**src/rtl/sema_bank_pkg.sv**
```systemverilog
`timescale 1ns/1ps
package sema_bank_pkg;

    // State of one token: request latches and owner bits per side
    typedef struct packed {
        logic req_l;
        logic req_r;
        logic own_l;
        logic own_r;
    } tok_state_t;

    // State of one read port: window open and captured flag (1 = not owner)
    typedef struct packed {
        logic open;
        logic flag;
    } rd_state_t;

    // Ownership decision; returns {own_l, own_r}. A holder keeps the token
    // while its request stands; otherwise a standing request takes it, left first.
    function automatic logic [1:0] pick_owner(input logic held_l, input logic held_r,
                                              input logic want_l, input logic want_r);
        logic keep_l;
        logic keep_r;
        logic [1:0] res;
        keep_l = held_l & want_l;
        keep_r = held_r & want_r;
        if (keep_l)
            res = 2'b10;
        else if (keep_r)
            res = 2'b01;
        else if (want_l)
            res = 2'b10;
        else if (want_r)
            res = 2'b01;
        else
            res = 2'b00;
        return res;
    endfunction

endpackage

```
**src/rtl/sema_token.sv**
```systemverilog
`timescale 1ns/1ps
module sema_token
    import sema_bank_pkg::*;
(
    input  logic clk,
    input  logic rst_n,
    input  logic l_wr,
    input  logic l_bit,
    input  logic r_wr,
    input  logic r_bit,
    output logic own_l,
    output logic own_r
);

    tok_state_t state_d;
    tok_state_t state_q;

    always_comb begin
        logic [1:0] win;
        state_d = state_q;
        if (l_wr)
            state_d.req_l = ~l_bit;
        if (r_wr)
            state_d.req_r = ~r_bit;
        win = pick_owner(state_q.own_l, state_q.own_r, state_d.req_l, state_d.req_r);
        state_d.own_l = win[1];
        state_d.own_r = win[0];
    end

    always_ff @(posedge clk) begin
        if (!rst_n)
            state_q <= '0;
        else
            state_q <= state_d;
    end

    assign own_l = state_q.own_l;
    assign own_r = state_q.own_r;

endmodule

```
**src/rtl/sema_rdport.sv**
```systemverilog
`timescale 1ns/1ps
module sema_rdport
    import sema_bank_pkg::*;
#(
    parameter int DATA_W = 8
) (
    input  logic              clk,
    input  logic              rst_n,
    input  logic              window,
    input  logic              not_owner,
    output logic [DATA_W-1:0] rdata
);

    rd_state_t rd_d;
    rd_state_t rd_q;

    always_comb begin
        rd_d      = rd_q;
        rd_d.open = window;
        if (window && !rd_q.open)
            rd_d.flag = not_owner;
    end

    always_ff @(posedge clk) begin
        if (!rst_n)
            rd_q <= '{open: 1'b0, flag: 1'b1};
        else
            rd_q <= rd_d;
    end

    assign rdata = rd_q.open ? {DATA_W{rd_q.flag}} : {DATA_W{1'b1}};

endmodule

```
**src/rtl/sema_bank.sv**
```systemverilog
`timescale 1ns/1ps
module sema_bank
    import sema_bank_pkg::*;
#(
    parameter int NUM_SEM = 8,
    parameter int DATA_W  = 8,
    localparam int IDX_W  = (NUM_SEM > 1) ? $clog2(NUM_SEM) : 1
) (
    input  logic               clk,
    input  logic               rst_n,
    input  logic               l_sem_en,
    input  logic               l_mem_sel,
    input  logic               l_wr_en,
    input  logic               l_rd_en,
    input  logic [IDX_W-1:0]   l_addr,
    input  logic               l_wbit,
    output logic [DATA_W-1:0]  l_rdata,
    input  logic               r_sem_en,
    input  logic               r_mem_sel,
    input  logic               r_wr_en,
    input  logic               r_rd_en,
    input  logic [IDX_W-1:0]   r_addr,
    input  logic               r_wbit,
    output logic [DATA_W-1:0]  r_rdata,
    output logic [NUM_SEM-1:0] owner_l,
    output logic [NUM_SEM-1:0] owner_r
);

    logic l_legal;
    logic r_legal;
    logic l_wr;
    logic r_wr;
    logic l_win;
    logic r_win;

    // Semaphore space is reachable only with the memory select low
    assign l_legal = l_sem_en & ~l_mem_sel;
    assign r_legal = r_sem_en & ~r_mem_sel;
    assign l_wr    = l_legal & l_wr_en;
    assign r_wr    = r_legal & r_wr_en;
    assign l_win   = l_legal & l_rd_en;
    assign r_win   = r_legal & r_rd_en;

    for (genvar i = 0; i < NUM_SEM; i++) begin : g_tok
        logic hit_l;
        logic hit_r;
        assign hit_l = l_wr && (l_addr == IDX_W'(i));
        assign hit_r = r_wr && (r_addr == IDX_W'(i));

        sema_token u_tok (
            .clk   (clk),
            .rst_n (rst_n),
            .l_wr  (hit_l),
            .l_bit (l_wbit),
            .r_wr  (hit_r),
            .r_bit (r_wbit),
            .own_l (owner_l[i]),
            .own_r (owner_r[i])
        );
    end

    sema_rdport #(.DATA_W(DATA_W)) u_rd_l (
        .clk       (clk),
        .rst_n     (rst_n),
        .window    (l_win),
        .not_owner (~owner_l[l_addr]),
        .rdata     (l_rdata)
    );

    sema_rdport #(.DATA_W(DATA_W)) u_rd_r (
        .clk       (clk),
        .rst_n     (rst_n),
        .window    (r_win),
        .not_owner (~owner_r[r_addr]),
        .rdata     (r_rdata)
    );

endmodule

```
**config.mk**
```make
export PLATFORM = sky130hd
export DESIGN_NAME = sema_bank
export DESIGN_NICKNAME = d
export VERILOG_FILES = /design/src/rtl/sema_bank_pkg.sv /design/src/rtl/sema_token.sv /design/src/rtl/sema_rdport.sv /design/src/rtl/sema_bank.sv
export SDC_FILE = /design/constraint.sdc
export NUM_CORES = 1
export LEC_CHECK = 0
export ABC_CLOCK_PERIOD_IN_PS = 1600
export BUFFER_PORTS_ARGS = -buffer_cell sky130_fd_sc_hd__buf_2
export CAP_MARGIN = 10
export CORE_MARGIN = 2
export CORE_UTILIZATION = 40
export CTS_CLUSTER_SIZE = 10
export DETAILED_ROUTE_END_ITERATION = 10
export GPL_ROUTABILITY_DRIVEN = 1
export PLACE_DENSITY_LB_ADDON = 0.08
export SLEW_MARGIN = 25
export SYNTH_ARGS = -nofsm -noshare
export SYNTH_HDL_FRONTEND = slang
export SYNTH_SLANG_ARGS = --single-unit
```
**constraint.sdc**
```tcl
create_clock -name clk -period 1.6 [get_ports clk]
set_clock_uncertainty 0.1 [all_clocks]
set_input_delay 0.24 -clock clk [delete_from_list [all_inputs] [get_ports clk]]
set_output_delay 0.24 -clock clk [all_outputs]
set_load 0.005 [all_outputs]
```
==> impl_metrics.tcl, run 1 <==
set metrics [dict create \
    gp_congestion 0.827 \
    tritoncts "done" \
    routed_wl_microns 5750 \
    diodes 0 \
    p_int_mw 1.28 \
    netlist_instances 243 \
    sequentialPowerShare_pct 53.0 \
    p_clk_share_pct 35.2 \
    cts_buffers 5 \
    worst_slew_pin_slew_ps 486 \
    core_sq_um 5440 \
    startpoint_type "register" \
    vias 1897 \
    ant_nets 0 \
    cp_slowest_stage_delay_ps 510 \
    die_width_microns 78.4 \
    cp_max_fo 3 \
    fmax_mhz 685 \
    period_share_pct 91.2 \
    synth.distinct_cells 47 \
    multiInputGateArea_sq_um 1140 \
    endpoint_kind "register" \
    vias_per_cell 5.48 \
    critical_path_arrival_ps 1550 \
    grt_first_pass_wirelength_microns 9180 \
    nNetsFinal 292 \
    outcome "finished, final reports clean" \
    ir_worst_vdd_uv 337 \
    p_sw_share_pct 25.3 \
    path_cells "mux4_2 > and2_0 > o311ai_1" \
    cts_sinks 36 \
    synth_seq_area_share_pct 32.6 \
    grt_pass1_vias 1803 \
    async_reset_ff_share_pct 0 \
    finalNonFillerCells 346 \
    rsz0062_at_grt "no" \
    ctsHoldBuffers 0 \
    report.final.slew_viol_count 0 \
    fin_crit_ps 1460 \
    track_usage_pct 19.4 \
    powerDensity_nw_per_um2 702 \
    setup_viol 0 \
    htreeDepth 2 \
    synth_edf_count 0 \
    seq_area_sq_um 721 \
    area_growth_pct 10.6 \
    num_io_pins 50 \
    clk_pin_slew_worst_paths_ps 70 \
    ys_ff_latch 36 \
    synth_nets 261 \
    io_buffers 49 \
    cts_root_buffer "clkbuf_8" \
    drtPass1Iterations 4 \
    first_iter_violations 105 \
    start_util_pct 40.7 \
    maxCapViolCount 0 \
    yosysWarnings 0 \
    drc 0 \
    cts_setup_buffers 0 \
    crit_path_top_delay_cell "mux4_2" \
    hold_viol_final 0 \
    ys.flop_type "dfxtp_1" \
    insertion_delay_ps 280 \
    netlist_area_sq_um 2210 \
    critical_path_class "register to register" \
    tns_ps 0 \
    die_h_microns 78.4 \
    drt-wirelength-per-cell_microns 16.6 \
    clockBufferDepth 2 \
    core.rowCount 27 \
    num-fill-cells 550 \
    hold_path_class "input port to register" \
    grt_max_degree 13 \
    p_sw_mw 0.435 \
    drive_gt1_share_pct 31.8 \
    cts_resized 0 \
    slew-limit-headroom_pct 67.2 \
    grt-ovfl-total 0 \
    syn_area_per_cell_sq_um 9.11 \
    combPwrFrac_pct 11.8 \
    antenna_found_initial 0 \
    die_area_sq_um 6140 \
    cp.required_ps 1690 \
    p_leak_nw 1.07 \
    place_hpwl_microns 4510 \
    post-place-cells 339 \
]
==> final timing paths <==
path	from	end	slack, ps	cells after the start
max	g_tok[7].u_tok.own_r	u_rd_r.rd_q[0]	140	3
min	l_rd_en	u_rd_l.rd_q[1]	150	2
max reg2reg	g_tok[7].u_tok.own_r	u_rd_r.rd_q[0]	140	3
min reg2reg	u_rd_r.rd_q[0]	u_rd_r.rd_q[0]	390	2
==> state kept, by name, indices dropped and copies added, names as in the netlist <==
name	flops
u_rd_r.rd_q	2
u_rd_l.rd_q	2
g_tok.u_tok.state_q	16
g_tok.u_tok.own_r	8
g_tok.u_tok.own_l	8
==> cell usage after synthesis (3+ instances only) <==
cell type | number | area share, %
a211oi_1 | 10 | 3.4
a21oi_1 | 5 | 1.1
a2bb2oi_1 | 3 | 1.2
and4_1 | 3 | 1.2
and4b_1 | 3 | 1.4
buf_2 | 3 | 0.68
buf_4 | 30 | 10
buf_6 | 3 | 1.5
clkbuf_1 | 3 | 0.51
dfxtp_1 | 36 | 33
inv_1 | 8 | 1.4
mux2i_1 | 4 | 1.8
nand2_1 | 18 | 3.1
nand2b_1 | 11 | 3.1
nand3_1 | 8 | 1.8
nor2b_1 | 13 | 3.7
nor3_1 | 5 | 1.1
nor4_1 | 3 | 0.85
nor4b_1 | 3 | 1.2
o211a_1 | 5 | 2.3
o211ai_1 | 14 | 4.7
o22ai_1 | 3 | 0.85
o311ai_0 | 4 | 1.6
or2_2 | 5 | 1.4
or3_1 | 3 | 0.85
==> kinds of logic (layout without fill, tap and decap cells) <==
kind of cell	after synthesis	count (layout)	synth area share [%]
flops	36	36	32.6
buf+inv	50	81	15.7
simple gates	95	95	27.9
mux	6	6	3.84
compound gates	56	56	20.0
==> layer usage <==
layer,vias up,wire length (microns),global-route usage (%),share of wire (%)
met5,-,0,0,0
met4,0,121,7.54,2.1
met3,10,288,4.37,5.0
met2,55,2530,29.7,44
met1,881,2810,26.7,49
li1,951,-,-,-
==> layout make-up <==
| cell class | count | area share, % |
|---|---|---|
| multi-input cells | 157 | 46.8 |
| clock inverters | 1 | 0.204 |
| inverters | 8 | 1.23 |
| flip-flops and latches | 36 | 29.4 |
| repair buffers | 66 | 15.7 |
| clock buffers | 6 | 2.96 |
| well taps | 72 | 3.68 |
==> metrics by stage <==
stage | util, % | instance area, sq um | power [mW] | worst slack [ps] | hold WS (ps)
2_1_floorplan | - | 2210 | 1.04 | 276 | 325
3_3_place_gp | 43.6 | 2370 | 1.13 | 78.8 | 377
3_5_place_dp | 43.6 | 2370 | 1.13 | 51.8 | 373
4_1_cts | 45.0 | 2450 | 1.73 | 133 | 144
5_1_grt | 45.0 | 2450 | 1.80 | 98.6 | 138
6_report | 45.0 | 2450 | 1.72 | 140 | 147
==> worst max-delay path, delay by kind of cell, from the launching register on <==
| kind | cells | cell delay [ps] |
|---|---|---|
| AO/OA/AOI/OAI | 1 | 250 |
| AND/OR/NAND/NOR | 1 | 170 |
| multiplexers | 1 | 510 |
| flip-flops | 1 | 340 |
==> power groups by stage <==
stage,Sequential [mW],Clock [mW],Combinational [mW]
finish,0.911,0.606,0.202
detailed placement,0.931,0,0.200
global placement,0.932,0,0.201
CTS,0.911,0.622,0.201
floorplan,0.930,0,0.111
global route,0.911,0.671,0.219
==> layout by cell type (no fill, tap or decap), types with 3 or more instances in the layout <==
master and instances:
buf_4 16, and4b_1 3, o22ai_1 3, o211a_1 5
nand2_1 18, nor3_1 5, o211ai_1 14, nor2b_1 13
or3_1 3, clkbuf_8 5, buf_2 49, and4_1 3
mux2i_1 4, dfxtp_1 36, a211oi_1 10, nor4b_1 3
nor4_1 3, a2bb2oi_1 3, o311ai_0 4, inv_1 8
or2_2 5, nand3_1 8, nand2b_1 11, a21oi_1 5
(Power assumes the default switching activity.)
==> run 2, diff against run 1 <==
--- a/config.mk
+++ b/config.mk
@@ -5,6 +5,7 @@
 export SDC_FILE = /design/constraint.sdc
 export NUM_CORES = 1
 export LEC_CHECK = 0
+export ABC_AREA = 1
 export ABC_CLOCK_PERIOD_IN_PS = 1600
 export BUFFER_PORTS_ARGS = -buffer_cell sky130_fd_sc_hd__buf_2
 export CAP_MARGIN = 10
==> run 2 against run 1 <==
Against the previous run: non-clock buffer count shrank 16; combinational power decreased by 12%; worst hold slack worse by 13 ps; register-to-register slack improved by 440 ps.
==> impl_metrics.tcl, run 2 <==
set metrics [dict create \
    tritoncts "done" \
    core_sq_um 5070 \
    ys_ff_latch 36 \
    grt_first_pass_wirelength_microns 7470 \
    synth.most_common_cell "nand2_1" \
    ir_worst_vdd_uv 457 \
    endpoint_kind "primary output" \
    die_width_microns 76.4 \
    placedInstanceArea_sq_um 2140 \
    die_area_sq_um 5840 \
    ff2ff_setup_slack_ps 580 \
    io_buffers 49 \
    diodes 0 \
    worst_slew_pin_slew_ps 311 \
    gp_congestion 0.813 \
    insertion_delay_ps 280 \
    drt-wirelength-per-cell_microns 10.3 \
    report.final.slew_viol_count 0 \
    post-place-cells 418 \
    antenna_found_initial 0 \
    vias_per_cell 4.25 \
    hold_viol_final 0 \
    ys.flop_type "dfxtp_1" \
    fmax_mhz 794 \
    synth.distinct_cells 17 \
    grt_max_degree 15 \
    cp.required_ps 1260 \
    outcome "finished, final reports clean" \
    ys_top_cells_by_area "dfxtp_1 34%, nand2_1 14%, nor2_1 11%" \
    stdcell_area_sq_um 2210 \
    fin_ws_ps 341 \
    critical_path_arrival_ps 920 \
    drive_gt1_share_pct 18.4 \
    nNetsFinal 373 \
    fin_util_pct 43.6 \
    final_common_cell "nand2_1" \
    finalPower_mw 1.66 \
    rsz0062_at_grt "no" \
    track_usage_pct 16.1 \
    synth_edf_count 0 \
    cts_buffers 5 \
    period_share_pct 78.7 \
    top_register "g_tok.u_tok.state_q" \
    critPathLaunch "u_rd_r.rd_q[0]" \
    whs_ps 133 \
    netlist_area_sq_um 2100 \
    area_growth_pct 5.43 \
    synth_top_area_cell "dfxtp_1" \
    clk_pin_slew_worst_paths_ps 60 \
    endpoint "r_rdata[3]" \
    netlist_instances 337 \
    ctsHoldBuffers 0 \
    grt-ovfl-total 0 \
    core.rowCount 26 \
    ant_nets 0 \
    syn_area_per_cell_sq_um 6.22 \
    cts_root_buffer "clkbuf_8" \
    synthTopCellsByCount "77 x nand2_1, 64 x nor2_1, 60 x inv_1" \
    timing.rr.end "u_rd_l.rd_q[0]" \
    cts_setup_buffers 0 \
    async_reset_ff_share_pct 0 \
    r2r-start "g_tok[2].u_tok.own_l" \
    grt_pass1_vias 1626 \
    startpoint_type "register" \
    synth_nets 355 \
    fin_crit_ps 1260 \
    cts_resized 0 \
    cts_sinks 36 \
    pre_cts_ws_ps 254 \
    layout_common_cells "77 x nand2_1, 64 x nor2_1, 60 x inv_1" \
    hold_path_class "input port to register" \
    first_iter_violations 70 \
    slew-limit-headroom_pct 79.2 \
    start_util_pct 41.3 \
    setup_viol 0 \
    critical_path_class "register to primary output" \
    routed_wl_microns 4350 \
    powerDensity_nw_per_um2 752 \
    drtPass1Iterations 4 \
    die_h_microns 76.4 \
    maxCapViolCount 0 \
    p_leak_nw 1.19 \
    place_hpwl_microns 3460 \
    r2r_cells 7 \
    largest_reg_flops 16 \
    vias 1797 \
    htreeDepth 2 \
    yosysWarnings 0 \
    synth_top_area_share_pct 34.4 \
    drc 0 \
    tns_ps 0 \
    cp_max_fo 8 \
    num_io_pins 50 \
    synth_seq_area_share_pct 34.4 \
    finalNonFillerCells 423 \
    clockBufferDepth 2 \
]
-- run 2: cell count changes after synthesis, moves of 10 or more --
cell / change
nor2_1: +62
nand2_1: +59
inv_1: +52
nand3_1: +36
o211ai_1: -14
nor2b_1: -12
nand2b_1: -11
a211oi_1: -10
-- run 2: power breakdown --
| part | internal (mW) | switching (mW) | leakage (nW) | total [mW] |
|---|---|---|---|---|
| registers | 0.911 | 0.00555 | 0.291 | 0.916 |
| clock network | 0.280 | 0.288 | 0.0359 | 0.568 |
| logic | 0.0597 | 0.119 | 0.868 | 0.178 |
| total | 1.25 | 0.412 | 1.19 | 1.66 |
-- run 2: final cells by class --
cell class / instances / area (sq um)
Fill cell: 589 / 2860
Multi-Input combinational cell: 198 / 841
Sequential cell: 36 / 721
Timing Repair Buffer: 50 / 253
Inverter: 64 / 240
Tap cell: 70 / 87.6
Clock buffer: 5 / 68.8
-- run 2: cell families (layout without fill, tap and decap cells) --
| kind of cell | Yosys count | after routing | share of synthesized area, % |
|---|---|---|---|
| DFF | 36 | 36 | 34.4 |
| and+or+nand+nor | 193 | 193 | 38.7 |
| AOI/OAI and AO/OA | 5 | 5 | 1.43 |
| buffers and inverters | 103 | 119 | 25.5 |
-- run 2: critical path, stage by stage (launching register included) --
cell     delay, ps
dfxtp_1        310
inv_1           50
nand2_1        140
buf_2          140
-- run 2: worst min-delay path by stage --
stage,from,to,slack [ps],cells past startpoint
2_1_floorplan,l_sem_en,u_rd_l.rd_q[1],300,2
3_3_place_gp,r_rd_en,u_rd_r.rd_q[1],430,3
3_5_place_dp,l_rd_en,u_rd_l.rd_q[1],430,3
4_1_cts,r_rd_en,u_rd_r.rd_q[1],120,3
5_1_grt,r_rd_en,u_rd_r.rd_q[1],150,3
6_report,l_rd_en,u_rd_l.rd_q[1],130,3
-- run 2: routing by layer --
metal,track usage [%],vias up,share of wire (%)
met5,0,-,0
met4,6.00,0,1.4
met3,3.91,6,4.3
met2,24.4,40,43
met1,22.2,754,52
li1,-,997,-
